$ cat config.mk
export PLATFORM = sky130hd
export DESIGN_NAME = spi_master_ctrl
export DESIGN_NICKNAME = d
export VERILOG_FILES = /design/src/rtl/spi_pkg.sv /design/src/rtl/spi_baud_gen.sv /design/src/rtl/spi_shift_engine.sv /design/src/rtl/spi_done_flag.sv /design/src/rtl/spi_master_ctrl.sv
export SDC_FILE = /design/constraint.sdc
export NUM_CORES = 1
export LEC_CHECK = 0
export ABC_AREA = 0
export BUFFER_PORTS_ARGS = -buffer_cell sky130_fd_sc_hd__buf_2
export CAP_MARGIN = 20
export CORE_ASPECT_RATIO = 1.4
export CORE_MARGIN = 10
export CORE_UTILIZATION = 45
export DETAILED_ROUTE_END_ITERATION = 16
export PLACE_DENSITY = 0.75
export SYNTH_ARGS = -nofsm -noshare
export SYNTH_HDL_FRONTEND = slang
export SYNTH_SLANG_ARGS = --single-unit
$ cat constraint.sdc
create_clock -name clk -period 1.6 [get_ports clk]
set_input_delay 0.16 -clock clk [delete_from_list [all_inputs] [get_ports clk]]
set_output_delay 0.16 -clock clk [all_outputs]
set_load 0.01 [all_outputs]
$ cat src/rtl/spi_pkg.sv
package spi_pkg;
  localparam int DATA_W   = 8;
  localparam int ADDR_W   = 2;
  localparam int RATE_W   = 2;
  localparam int HALF_W   = 5;
  localparam int CTRL_W   = 7;
  localparam int EDGE_W   = $clog2(2 * DATA_W);

  localparam logic [ADDR_W-1:0] ADDR_CTRL = 2'd0;
  localparam logic [ADDR_W-1:0] ADDR_STAT = 2'd1;
  localparam logic [ADDR_W-1:0] ADDR_DATA = 2'd2;

  typedef struct packed {
    logic              irq_en;
    logic [RATE_W-1:0] rate;
    logic              cpha;
    logic              cpol;
    logic              mstr;
    logic              en;
  } ctrl_t;

  // Half SCK period in system clocks for each rate code.
  function automatic logic [HALF_W-1:0] half_period(input logic [RATE_W-1:0] code);
    case (code)
      2'b00:   half_period = HALF_W'(1);
      2'b01:   half_period = HALF_W'(2);
      2'b10:   half_period = HALF_W'(8);
      default: half_period = HALF_W'(16);
    endcase
  endfunction
endpackage

$ cat src/rtl/spi_baud_gen.sv
module spi_baud_gen #(
  parameter int CNT_W = 5
) (
  input  logic             clk,
  input  logic             rst_ni,
  input  logic             run,
  input  logic [CNT_W-1:0] half,
  output logic             tick
);
  logic [CNT_W-1:0] cnt_q, cnt_d;
  logic             wrap;

  assign wrap = (cnt_q == half - CNT_W'(1));
  assign tick = run && wrap;

  always_comb begin
    cnt_d = cnt_q;
    if (!run)      cnt_d = '0;
    else if (wrap) cnt_d = '0;
    else           cnt_d = cnt_q + CNT_W'(1);
  end

  always_ff @(posedge clk or negedge rst_ni) begin
    if (!rst_ni) cnt_q <= '0;
    else         cnt_q <= cnt_d;
  end
endmodule

$ cat src/rtl/spi_shift_engine.sv
module spi_shift_engine #(
  parameter int DW = 8,
  localparam int EW = $clog2(2 * DW)
) (
  input  logic          clk,
  input  logic          rst_ni,
  input  logic          start,
  input  logic [DW-1:0] tx_data,
  input  logic          cpol,
  input  logic          cpha,
  input  logic          abort,
  input  logic          tick,
  input  logic          miso,
  output logic          busy,
  output logic          sck,
  output logic          mosi,
  output logic          done,
  output logic [DW-1:0] rx_data
);
  logic          busy_q, busy_d;
  logic [EW-1:0] edge_q, edge_d;
  logic          sck_q, sck_d;
  logic          mosi_q, mosi_d;
  logic [DW-1:0] sh_q, sh_d;
  logic          last_edge, drive_edge;

  assign last_edge  = (edge_q == EW'(2 * DW - 1));
  // Phase 0 drives on odd (trailing) edges, phase 1 on even (leading) edges.
  assign drive_edge = cpha ? ~edge_q[0] : edge_q[0];

  always_comb begin
    busy_d = busy_q;
    edge_d = edge_q;
    sck_d  = sck_q;
    mosi_d = mosi_q;
    sh_d   = sh_q;
    if (abort) begin
      busy_d = 1'b0;
      sck_d  = cpol;
    end else if (start && !busy_q) begin
      busy_d = 1'b1;
      edge_d = '0;
      sck_d  = cpol;
      if (cpha) begin
        sh_d = tx_data;
      end else begin
        sh_d   = {tx_data[DW-2:0], 1'b0};
        mosi_d = tx_data[DW-1];
      end
    end else if (busy_q && tick) begin
      sck_d  = ~sck_q;
      edge_d = edge_q + EW'(1);
      if (last_edge) begin
        busy_d = 1'b0;
      end else if (drive_edge) begin
        mosi_d = sh_q[DW-1];
        sh_d   = {sh_q[DW-2:0], 1'b0};
      end else begin
        sh_d[0] = miso;
      end
    end else if (!busy_q) begin
      sck_d = cpol;
    end
  end

  always_ff @(posedge clk or negedge rst_ni) begin
    if (!rst_ni) begin
      busy_q <= 1'b0;
      edge_q <= '0;
      sck_q  <= 1'b0;
      mosi_q <= 1'b0;
      sh_q   <= '0;
    end else begin
      busy_q <= busy_d;
      edge_q <= edge_d;
      sck_q  <= sck_d;
      mosi_q <= mosi_d;
      sh_q   <= sh_d;
    end
  end

  assign busy    = busy_q;
  assign sck     = sck_q;
  assign mosi    = mosi_q;
  assign done    = busy_q && tick && last_edge && !abort;
  // With phase 1 the final edge is a sampling edge, so take miso directly.
  assign rx_data = cpha ? {sh_q[DW-1:1], miso} : sh_q;

  assert_sck_idle_R12: assert property (@(posedge clk) disable iff (!rst_ni)
    (!busy_q && $past(!busy_q) && $stable(cpol)) |-> (sck_q == cpol));

  assert_end_at_idle_R12: assert property (@(posedge clk) disable iff (!rst_ni)
    ($fell(busy_q) && !$past(abort)) |-> (sck_q == $past(cpol)));
endmodule

$ cat src/rtl/spi_done_flag.sv
module spi_done_flag (
  input  logic clk,
  input  logic rst_ni,
  input  logic set,
  input  logic stat_rd,
  input  logic data_acc,
  output logic flag,
  output logic armed
);
  logic flag_q, flag_d;
  logic armed_q, armed_d;

  always_comb begin
    flag_d  = flag_q;
    armed_d = armed_q;
    if (stat_rd && flag_q) armed_d = 1'b1;
    if (data_acc && armed_q) begin
      flag_d  = 1'b0;
      armed_d = 1'b0;
    end
    if (set) flag_d = 1'b1;
  end

  always_ff @(posedge clk or negedge rst_ni) begin
    if (!rst_ni) begin
      flag_q  <= 1'b0;
      armed_q <= 1'b0;
    end else begin
      flag_q  <= flag_d;
      armed_q <= armed_d;
    end
  end

  assign flag  = flag_q;
  assign armed = armed_q;

  assert_clear_sequence_R6: assert property (@(posedge clk) disable iff (!rst_ni)
    $fell(flag_q) |-> $past(armed_q && data_acc));

  assert_arm_needs_flag_R8: assert property (@(posedge clk) disable iff (!rst_ni)
    $rose(armed_q) |-> $past(flag_q && stat_rd));
endmodule

$ cat src/rtl/spi_master_ctrl.sv
module spi_master_ctrl
  import spi_pkg::*;
#(
  parameter int DW = DATA_W
) (
  input  logic              clk,
  input  logic              rst_n,
  input  logic [ADDR_W-1:0] reg_addr,
  input  logic              reg_wr,
  input  logic              reg_rd,
  input  logic [DW-1:0]     reg_wdata,
  output logic [DW-1:0]     reg_rdata,
  input  logic              irq_mask,
  output logic              irq,
  output logic              sck,
  output logic              mosi,
  input  logic              miso,
  input  logic              ss_n
);
  // Reset: asynchronous assertion, synchronous release.
  logic [1:0] rst_sync_q;
  logic       rst_ni;

  always_ff @(posedge clk or negedge rst_n) begin
    if (!rst_n) rst_sync_q <= 2'b00;
    else        rst_sync_q <= {rst_sync_q[0], 1'b1};
  end
  assign rst_ni = rst_sync_q[1];

  ctrl_t          ctrl_q, ctrl_d;
  logic           fault_q, fault_d;
  logic [DW-1:0]  rxbuf_q, rxbuf_d;

  logic ctrl_wr, stat_rd, data_wr, data_rd, data_acc;
  logic fault_evt, active, wr_ok;
  logic busy, xfer_done, tick, flag, armed;
  logic [DW-1:0]     rx_data;
  logic [HALF_W-1:0] half;

  assign ctrl_wr   = reg_wr && (reg_addr == ADDR_CTRL);
  assign stat_rd   = reg_rd && (reg_addr == ADDR_STAT);
  assign data_wr   = reg_wr && (reg_addr == ADDR_DATA);
  assign data_rd   = reg_rd && (reg_addr == ADDR_DATA);
  assign data_acc  = data_wr || data_rd;

  assign fault_evt = ctrl_q.en && ctrl_q.mstr && !ss_n;
  assign active    = ctrl_q.en && ctrl_q.mstr && ss_n;
  assign wr_ok     = data_wr && (!flag || armed) && active && !busy;
  assign half      = half_period(ctrl_q.rate);

  always_comb begin
    ctrl_d  = ctrl_q;
    fault_d = fault_q;
    if (ctrl_wr) begin
      ctrl_d  = ctrl_t'(reg_wdata[CTRL_W-1:0]);
      fault_d = 1'b0;
    end
    if (fault_evt) begin
      ctrl_d.en   = 1'b0;
      ctrl_d.mstr = 1'b0;
      fault_d     = 1'b1;
    end
  end

  always_comb begin
    rxbuf_d = rxbuf_q;
    if (xfer_done) rxbuf_d = rx_data;
  end

  always_ff @(posedge clk or negedge rst_ni) begin
    if (!rst_ni) begin
      ctrl_q  <= '0;
      fault_q <= 1'b0;
      rxbuf_q <= '0;
    end else begin
      ctrl_q  <= ctrl_d;
      fault_q <= fault_d;
      rxbuf_q <= rxbuf_d;
    end
  end

  spi_baud_gen #(.CNT_W(HALF_W)) u_baud (
    .clk    (clk),
    .rst_ni (rst_ni),
    .run    (busy),
    .half   (half),
    .tick   (tick)
  );

  spi_shift_engine #(.DW(DW)) u_shift (
    .clk     (clk),
    .rst_ni  (rst_ni),
    .start   (wr_ok),
    .tx_data (reg_wdata),
    .cpol    (ctrl_q.cpol),
    .cpha    (ctrl_q.cpha),
    .abort   (fault_evt),
    .tick    (tick),
    .miso    (miso),
    .busy    (busy),
    .sck     (sck),
    .mosi    (mosi),
    .done    (xfer_done),
    .rx_data (rx_data)
  );

  spi_done_flag u_flag (
    .clk      (clk),
    .rst_ni   (rst_ni),
    .set      (xfer_done),
    .stat_rd  (stat_rd),
    .data_acc (data_acc),
    .flag     (flag),
    .armed    (armed)
  );

  always_comb begin
    case (reg_addr)
      ADDR_CTRL: reg_rdata = DW'({1'b0, ctrl_q});
      ADDR_STAT: reg_rdata = {flag, fault_q, {(DW-2){1'b0}}};
      ADDR_DATA: reg_rdata = rxbuf_q;
      default:   reg_rdata = '0;
    endcase
  end

  assign irq = flag && ctrl_q.irq_en && !irq_mask;

  assert_done_sets_flag_R5: assert property (@(posedge clk) disable iff (!rst_ni)
    xfer_done |=> flag);

  assert_blocked_write_R7: assert property (@(posedge clk) disable iff (!rst_ni)
    (data_wr && flag && !armed) |=> (!busy && $stable(rxbuf_q)));

  assert_fault_drop_R9: assert property (@(posedge clk) disable iff (!rst_ni)
    fault_evt |=> (!ctrl_q.en && !ctrl_q.mstr && fault_q && !busy));

  assert_fault_clear_R10: assert property (@(posedge clk) disable iff (!rst_ni)
    (ctrl_wr && !fault_evt) |=> !fault_q);
endmodule

==> results of run 1 <==
## repair_timing
action	in CTS	in global routing
gates cloned	0	0
pin swaps	19	20
hold endpoints to repair	2	0
gates resized for setup	18	26
endpoints found under the setup margin	29	29
hold buffers	1	0
setup buffers	4	3
## cells in the mapped netlist
master	instances	area [um2]
o211a_2	1	10.0
mux2_2	5	56.3
o211ai_1	1	7.51
dfrtp_1	40	1000
a31oi_1	9	56.3
nand2_1	31	116
ha_1	3	37.5
o211ai_2	1	12.5
nand2b_1	3	18.8
nand3b_1	3	22.5
and3_1	3	18.8
nand4bb_1	1	11.3
mux2_4	7	105
nor4_1	2	12.5
nor3_4	1	16.3
o21ai_1	6	30.0
mux2i_1	10	100
or4_4	2	22.5
nor2b_1	8	50.1
nand4_1	2	12.5
nor2_1	17	63.8
or3_1	1	6.26
conb_1	1	3.75
xnor2_1	3	26.3
a211oi_1	7	52.6
xor2_1	5	43.8
inv_1	1	3.75
clkbuf_1	8	30.0
or2_2	1	6.26
or4_1	1	7.51
nand3_1	6	30.0
and3b_1	2	17.5
a21oi_1	6	30.0
or2b_1	1	7.51
nor3_1	1	5.00
o21ai_0	11	55.1
## sequential cells by signal, summed over array words and instances, names as in the netlist, 2 cells and up
name / count
u_shift.edge_q: 4
u_baud.cnt_q: 5
ctrl_q: 7
rxbuf_q: 8
u_shift.sh_q: 8
rst_sync_q: 2
## power breakdown
part,internal (mW),switching (mW),leakage (nW)
clock,0.462,0.361,0.0541
sequential,1.17,0.148,0.525
combinational,0.474,0.509,0.787
## cells by family after synthesis
group	Yosys count	synth area share, %
DFF	40	47.5
and+or+nand+nor	86	21.1
xor gates and xnor gates	8	3.33
AOI/OAI and AO/OA	42	12.1
buffers and inverters	9	1.60
adders and majority gates	3	1.78
other	1	0.178
muxes	22	12.4
## final cells by class
class | count | share of cell area (%)
Multi-Input combinational cell | 162 | 42.2
Sequential cell | 40 | 34.2
Clock inverter | 3 | 1.45
Tap cell | 62 | 2.65
Timing Repair Buffer | 70 | 17.0
Clock buffer | 5 | 2.35
Inverter | 1 | 0.128
## how the worst max path moves through the flow
stage                   start         end  slack [ps]
floorplan           ctrl_q[4]  rxbuf_q[1]        -840
global placement    ctrl_q[4]  rxbuf_q[3]        -700
detailed placement  ctrl_q[4]  rxbuf_q[7]        -750
CTS                 ctrl_q[4]  rxbuf_q[7]        -650
global route        ctrl_q[5]  rxbuf_q[7]        -740
finish              ctrl_q[5]  rxbuf_q[7]        -670
## layout by cell type (no fill, tap or decap), drive strengths merged, types with 6 or more instances in the layout
cell    count
buf        69
nor2       17
mux2i      10
a21oi       6
mux2       12
nor2b       8
nand2      31
nand3       6
a211oi      7
a31oi       9
dfrtp      40
o21ai      17
## worst max-delay path: stages, from the launching register on
cell and delay [ps]:
dfrtp_1 390, or2b_1 260, ha_4 170, xor2_2 150, or4_4 570, nor3_4 160, buf_12 160, mux2_4 300
## per-stage QoR
stage               hold WS, ps  cells
global placement          -55.0    328
floorplan                  -136    211
CTS                         124    340
detailed placement        -51.7    328
finish                      129    343
global route                130    343
## layer usage
metal | up-vias | part of all wire [%] | global-route usage, %
met5 | - | 0 | 0
met4 | 0 | 3.0 | 5.07
met3 | 14 | 4.0 | 3.21
met2 | 41 | 55 | 25.5
li1 | 890 | - | -
met1 | 902 | 38 | 14.7
==> impl_metrics.env, run 1 <==
export IMPL_seq_area_frac_synth_pct=47.5
export IMPL_synth_area_mm2=0.00211
export IMPL_hold_viol=0
export IMPL_drt_iter0_markers=91
export IMPL_outcome="complete, but fails checks"
export IMPL_antenna_cells=0
export IMPL_root_buffer="clkbuf_8"
export IMPL_register_area_mm2=0.00100
export IMPL_cts_tree="built"
export IMPL_drtAntennaViolNets=0
export IMPL_max_clock_freq_mhz=440
export IMPL_min_period_over_period_pct=142
export IMPL_setup_violations=29
export IMPL_rr_worst_depth=7
export IMPL_rsz0062_at_grt="yes"
export IMPL_dp_hpwl_mm=4.08
export IMPL_p_total_mw=3.13
export IMPL_worst_slack_ps=-673
export IMPL_dp_slack_ps=-747
export IMPL_postSynthNetCount=231
export IMPL_clk_pin_slew_ps=80
export IMPL_drv_cap=0
export IMPL_r2r_setup_slack_ps=-670
export IMPL_drc=0
export IMPL_drive_above_1_share_pct=43.8
export IMPL_coreArea_mm2=0.00454
export IMPL_drv_slew=0
export IMPL_htreeDepth=2
export IMPL_crit_fanout=9
export IMPL_routedWlPerCell_um=16.1
export IMPL_hp_class="input port to register"
export IMPL_track_usage_pct=13.8
export IMPL_finalClockSkew_ps=4.60
export IMPL_dr_pass1_iters=4
export IMPL_required_ps=1780
export IMPL_arrival_ps=2450
export IMPL_multi_input_area_mm2=0.00124
export IMPL_numCtsBuffers=5
export IMPL_antenna_found_initial=0
export IMPL_final_nets=300
export IMPL_synth_warnings=0
export IMPL_p_leak_nw=1.37
export IMPL_avgSynthCellArea_um2=9.99
export IMPL_grt_pass1_wl_mm=8.83
export IMPL_placed_area_mm2=0.00258
export IMPL_port_buffers=27
export IMPL_min_to="ctrl_q[3]"
export IMPL_gr_total_overflow=0
export IMPL_utilization_pct=64.6
export IMPL_place_gp_congestion=0.909
export IMPL_clockBufferDepth=2
export IMPL_ys_seq_elements=40
export IMPL_dieArea_mm2=0.00786
export IMPL_grt_pass1_vias=1862
export IMPL_hp_start="reg_wdata[3]"
export IMPL_wirelength_mm=5.53
export IMPL_ir_drop_mv=0.694
export IMPL_reg2reg_to="rxbuf_q[7]"
export IMPL_start_util_pct=46.5
export IMPL_pwr_density_cell_mw_per_mm2=1070
export IMPL_timing_rr_start="ctrl_q[5]"
export IMPL_vias=1847
export IMPL_synth_distinct_cells=36
export IMPL_fin_crit_ps=2270
export IMPL_die_w_um=77.8
export IMPL_violations="setup timing"
export IMPL_die_h_um=101
export IMPL_clk_latency_ps=290
export IMPL_synth_cells=211
export IMPL_startpoint_type="register"
export IMPL_end_kind="register"
export IMPL_io_pin_count=28
export IMPL_whs_path_depth=2
export IMPL_row_count=29
export IMPL_cts_sinks=40
export IMPL_area_growth_pct=39.1
export IMPL_final_cell_area_mm2=0.00293
export IMPL_vias_per_cell=5.38
export IMPL_setup_tns_ps=-15680
export IMPL_grt_max_degree=39
export IMPL_path_class="register to register"
export IMPL_fillers=334
No activity file was read; power rests on OpenSTA's default activity.
==> run 2, diff against run 1 <==
--- a/config.mk
+++ b/config.mk
@@ -12,7 +12,7 @@
 export CORE_MARGIN = 10
 export CORE_UTILIZATION = 45
 export DETAILED_ROUTE_END_ITERATION = 16
-export PLACE_DENSITY = 0.75
+export PLACE_DENSITY = 0.76
 export SYNTH_ARGS = -nofsm -noshare
 export SYNTH_HDL_FRONTEND = slang
 export SYNTH_SLANG_ARGS = --single-unit
==> run 2 against run 1 <==
  * Core utilization rose by 1.2 points
  * The flow still finishes with violations (setup timing)
  * Maximum frequency rose by 0.90%
  * Largest power group unchanged
  * Critical path depth did not move
  * Via count rose by 1.7%
==> impl_metrics.env, run 2 (synthesized netlist as in run 1, its figures left out) <==
export IMPL_power_switching_mw=1.02
export IMPL_register_area_mm2=0.00100
export IMPL_p_clk_share_pct=33.3
export IMPL_path_class="register to register"
export IMPL_clk_pin_slew_ps=80
export IMPL_die_w_um=77.8
export IMPL_placed_area_mm2=0.00257
export IMPL_io_pin_count=28
export IMPL_grt_pass1_wl_mm=8.96
export IMPL_p_int_mw=2.44
export IMPL_clockBufferDepth=2
export IMPL_min_period_over_period_pct=141
export IMPL_comb_power_share_pct=28.6
export IMPL_area_growth_pct=41.7
export IMPL_drtAntennaViolNets=0
export IMPL_violations="setup timing"
export IMPL_start_util_pct=46.5
export IMPL_utilization_pct=65.8
export IMPL_crit_fanout=9
export IMPL_drv_slew=0
export IMPL_drc=0
export IMPL_worst_slack_ps=-652
export IMPL_grt_met1_usage_pct=14.4
export IMPL_antenna_found_initial=0
export IMPL_dr_pass1_iters=4
export IMPL_drt_iter0_markers=145
export IMPL_required_ps=1790
export IMPL_holdWs_ps=110
export IMPL_die_h_um=101
export IMPL_wirelength_mm=5.42
export IMPL_swShare_pct=29.4
export IMPL_reg2reg_to="rxbuf_q[1]"
export IMPL_root_buffer="clkbuf_8"
export IMPL_hold_viol=0
export IMPL_drive_above_1_share_pct=43.6
export IMPL_setup_violations=30
export IMPL_vias=1879
export IMPL_coreArea_mm2=0.00454
export IMPL_r2r_setup_slack_ps=-650
export IMPL_hp_start="reg_wdata[0]"
export IMPL_row_count=29
export IMPL_dp_slack_ps=-740
export IMPL_multi_input_area_mm2=0.00123
export IMPL_grt_max_degree=39
export IMPL_fillers=331
export IMPL_routedWlPerCell_um=15.8
export IMPL_timing_rr_start="ctrl_q[4]"
export IMPL_pwr_density_cell_mw_per_mm2=1160
export IMPL_rr_worst_depth=7
export IMPL_vias_per_cell=5.46
export IMPL_p_leak_nw=1.41
export IMPL_finalClockSkew_ps=11.4
export IMPL_outcome="complete, but fails checks"
export IMPL_track_usage_pct=13.9
export IMPL_power_frac_seq_pct=38.1
export IMPL_dieArea_mm2=0.00786
export IMPL_max_clock_freq_mhz=444
export IMPL_reg_top3="rxbuf_q: 8 flops, u_shift.sh_q: 8 flops, ctrl_q: 7 flops"
export IMPL_antenna_cells=0
export IMPL_ir_drop_mv=0.756
export IMPL_htreeDepth=2
export IMPL_hp_class="input port to register"
export IMPL_layout_commonest_cell="dfrtp_1"
export IMPL_final_cell_area_mm2=0.00299
export IMPL_startpoint_type="register"
export IMPL_numCtsBuffers=5
export IMPL_dp_hpwl_mm=3.94
export IMPL_port_buffers=27
export IMPL_rsz0062_at_grt="yes"
export IMPL_busiest_layer="met2"
export IMPL_gr_total_overflow=0
export IMPL_fin_crit_ps=2250
export IMPL_mostFrequentLayoutCells="40 x dfrtp_1, 33 x buf_4, 27 x buf_2"
export IMPL_grt_pass1_vias=1906
export IMPL_final_nets=301
export IMPL_drv_cap=0
export IMPL_use_met2_pct=25.7
export IMPL_min_to="ctrl_q[0]"
export IMPL_arrival_ps=2440
export IMPL_cts_sinks=40
export IMPL_cts_tree="built"
export IMPL_setup_tns_ps=-14730
export IMPL_whs_path_depth=3
export IMPL_startpoint="ctrl_q[4]"
export IMPL_end_kind="register"
export IMPL_place_gp_congestion=0.882
export IMPL_clk_latency_ps=300
export IMPL_gr_usage_met3_pct=3.84
-- run 2: cell type report --
class / count / share of cell area [%]
sequential: 40 / 33.5
multi-input combinational: 162 / 41.2
clock inverter: 3 / 3.02
inverter: 1 / 0.126
timing repair buffer: 71 / 17.2
clock buffer: 5 / 2.31
tap: 62 / 2.60
-- run 2: through the flow --
step / power (mW) / cells
floorplan: 1.74 / 211
global placement: 2.06 / 327
detailed placement: 2.10 / 327
CTS: 3.40 / 342
global route: 3.62 / 344
finish: 3.46 / 344
-- run 2: worst max-delay path by stage --
stage	to	slack, ps
after floorplan	rxbuf_q[1]	-840
after global placement	rxbuf_q[4]	-700
after detailed placement	rxbuf_q[5]	-740
after CTS	rxbuf_q[7]	-670
after global routing	rxbuf_q[1]	-740
final	rxbuf_q[1]	-650
-- run 2: what timing repair did --
action / 4_1_cts / 5_1_grt
hold buffers: 1 / 0
gates resized for setup: 27 / 19
endpoints found under the hold margin: 2 / 0
pin swaps: 27 / 13
cloned: 0 / 0
endpoints found under the setup margin: 29 / 30
buffers inserted: 8 / 3
-- run 2: metal layers --
layer | routed length (um) | vias up
met5 | 0 | -
met4 | 150 | 0
met3 | 278 | 13
met2 | 2910 | 47
met1 | 2080 | 925
li1 | - | 894
-- run 2: power groups by stage --
stage | clock network [mW] | logic (mW) | registers (mW)
6_report | 1.15 | 0.990 | 1.32
5_1_grt | 1.20 | 1.07 | 1.34
4_1_cts | 1.16 | 0.936 | 1.31
3_5_place_dp | 0 | 0.775 | 1.32
3_3_place_gp | 0 | 0.750 | 1.31
2_1_floorplan | 0 | 0.421 | 1.32
-- run 2: critical path, stage by stage, from the launching register on --
cell and delay, ps:
dfrtp_1 400, or2_4 270, ha_4 160, xor2_2 140, or4_4 560, nor3_4 160
buf_12 160, mux2_4 290
==> run 3, diff against run 2 <==
==> constraint.sdc (replaced) <==
create_clock -name clk -period 2.85 [get_ports clk]
set_input_delay 0.285 -clock clk [delete_from_list [all_inputs] [get_ports clk]]
set_output_delay 0.285 -clock clk [all_outputs]
set_load 0.01 [all_outputs]
==> run 3 against run 2 <==
  * The run now ends clean
  * Final area down 19%
  * Critical path depth unchanged
  * Clock-buffer cell count up 2
  * Sequential share of layout area up 7.8 points
  * Largest cell class unchanged
  * Routed wire length down 13%
  * First-iteration DRC count down 4.1%
  * Core utilization down 12 points
==> impl_metrics.env, run 3 (synthesized netlist as in run 1, its figures left out) <==
export IMPL_outcome="complete, no violations"
export IMPL_finalClockSkew_ps=9.71
export IMPL_postCtsSetupRepairBufs=0
export IMPL_vias_per_cell=5.45
export IMPL_worst_slew_pin_transition_ps=727
export IMPL_root_buffer="clkbuf_8"
export IMPL_grt_pass1_wl_mm=7.98
export IMPL_die_h_um=101
export IMPL_routedWlPerCell_um=15.5
export IMPL_ir_drop_mv=0.278
export IMPL_final_nets=262
export IMPL_dp_slack_ps=354
export IMPL_dieArea_mm2=0.00786
export IMPL_gr_usage_met3_pct=4.02
export IMPL_multi_input_area_mm2=0.00107
export IMPL_pwr_density_cell_mw_per_mm2=601
export IMPL_vias=1662
export IMPL_crit_fanout=9
export IMPL_layout_commonest_cell="dfrtp_1"
export IMPL_register_area_mm2=0.00100
export IMPL_relSlewSlack_pct=51.5
export IMPL_setup_tns_ps=0
export IMPL_numCtsBuffers=5
export IMPL_required_ps=3030
export IMPL_power_frac_seq_pct=52.2
export IMPL_rsz0062_at_grt="no"
export IMPL_end_kind="register"
export IMPL_dp_hpwl_mm=3.67
export IMPL_setup_violations=0
export IMPL_port_buffers=27
export IMPL_clk_pin_slew_ps=80
export IMPL_worstPathCellList="or2_2 > ha_1 > xnor2_1 > or4_4 > nor3_4 > buf_4 > mux2_4"
export IMPL_startpoint_type="register"
export IMPL_max_clock_freq_mhz=400
export IMPL_power_switching_mw=0.459
export IMPL_clk_latency_ps=290
export IMPL_grt_pass1_vias=1683
export IMPL_coreArea_mm2=0.00454
export IMPL_gr_total_overflow=0
export IMPL_fillers=421
export IMPL_crit_buf_inv=1
export IMPL_cp_slowest_stage_delay_ps=540
export IMPL_cts_sinks=40
export IMPL_hold_viol=0
export IMPL_place_gp_congestion=0.864
export IMPL_cts_tree="built"
export IMPL_die_w_um=77.8
export IMPL_hp_class="input port to register"
export IMPL_grt_max_degree=21
export IMPL_dr_pass1_iters=4
export IMPL_row_count=29
export IMPL_arrival_ps=2680
export IMPL_drv_cap=0
export IMPL_drv_slew=0
export IMPL_start_util_pct=46.5
export IMPL_antenna_cells=0
export IMPL_swShare_pct=31.5
export IMPL_antenna_found_initial=0
export IMPL_fin_crit_ps=2500
export IMPL_holdWs_ps=249
export IMPL_mostFrequentLayoutCells="40 x dfrtp_1, 31 x nand2_1, 27 x buf_2"
export IMPL_drt_iter0_markers=139
export IMPL_wirelength_mm=4.72
export IMPL_slowest_stage="or4_4"
export IMPL_drive_above_1_share_pct=23.0
export IMPL_reg_top3="rxbuf_q: 8 flops, u_shift.sh_q: 8 flops, ctrl_q: 7 flops"
export IMPL_p_leak_nw=1.12
export IMPL_worst_slack_ps=351
export IMPL_p_int_mw=0.996
export IMPL_p_clk_share_pct=26.6
export IMPL_use_met2_pct=21.9
export IMPL_busiest_layer="met2"
export IMPL_io_pin_count=28
export IMPL_critPathTopFamily="simple AND/OR/NAND/NOR gates"
export IMPL_drtAntennaViolNets=0
export IMPL_path_class="register to register"
export IMPL_clockBufferDepth=2
export IMPL_drc=0
export IMPL_track_usage_pct=12.4
export IMPL_comb_power_share_pct=21.2
export IMPL_area_growth_pct=15.0
export IMPL_min_period_over_period_pct=87.7
export IMPL_grt_met1_usage_pct=13.2
export IMPL_htreeDepth=2
-- run 3: cell types whose count changed in the layout (fill, tap and decap cells not counted), moves of 2 or more --
cell,change
and3_1,+2
nor2_2,-5
buf_4,-29
o21ai_2,-2
nand2_2,-7
nand2_4,-2
nand2_1,+10
buf_6,-9
and3_4,-2
bufinv_16,-3
nor2_1,+5
o21ai_0,+2
-- run 3: final timing paths --
| kind | startpoint | endpoint | slack [ps] | cells past startpoint |
|---|---|---|---|---|
| max | ctrl_q[5] | rxbuf_q[1] | 350 | 7 |
| min reg2reg | rst_sync_q[1] | ctrl_q[4] | 300 | 0 |
| max reg2reg | ctrl_q[5] | rxbuf_q[1] | 350 | 7 |
| min in group asynchronous | rst_n | rst_sync_q[0] | 300 | 2 |
| max in group asynchronous | rst_sync_q[1] | ctrl_q[1] | 1810 | 1 |
| min | reg_wdata[0] | ctrl_q[0] | 250 | 3 |
-- run 3: cell type report --
| cell class | count | share of cell area (%) |
|---|---|---|
| multi-input combinational | 162 | 44.2 |
| timing repair buffer | 32 | 7.23 |
| clock buffer | 7 | 3.56 |
| inverter | 1 | 0.155 |
| clock inverter | 1 | 0.310 |
| tap | 62 | 3.20 |
| sequential | 40 | 41.3 |
-- run 3: power groups by stage --
stage / logic, mW / clock network, mW / registers, mW
detailed placement: 0.312 / 0 / 0.769
global placement: 0.302 / 0 / 0.764
global route: 0.353 / 0.415 / 0.776
floorplan: 0.232 / 0 / 0.741
CTS: 0.315 / 0.397 / 0.759
finish: 0.309 / 0.387 / 0.759
-- run 3: stage by stage --
stage / power, mW / util, % / instance area (um2) / instances
after global routing: 1.54 / 53.4 / 2420 / 305
after floorplan: 0.974 / - / 2110 / 211
after detailed placement: 1.08 / 51.1 / 2320 / 296
final: 1.46 / 53.4 / 2420 / 305
after CTS: 1.47 / 53.4 / 2420 / 305
after global placement: 1.07 / 51.1 / 2320 / 296
-- run 3: worst register-to-register path: cells and delay by family, from the launching register on --
kind / cells / cell delay, ps
xor gates and xnor gates: 1 / 160
muxes: 1 / 310
DFF: 1 / 440
buffers and inverters: 1 / 220
adders and majority gates: 1 / 300
and+or+nand+nor: 3 / 950
-- run 3: what timing repair did --
action	in CTS	in global routing
endpoints found under the hold margin	2	0
resized for setup	0	0
hold buffers	1	0
-- run 3: metal layers --
layer,share of wire (%),vias up
met5,0,-
met4,2.2,0
met3,5.4,8
met2,52,29
met1,40,812
li1,-,813
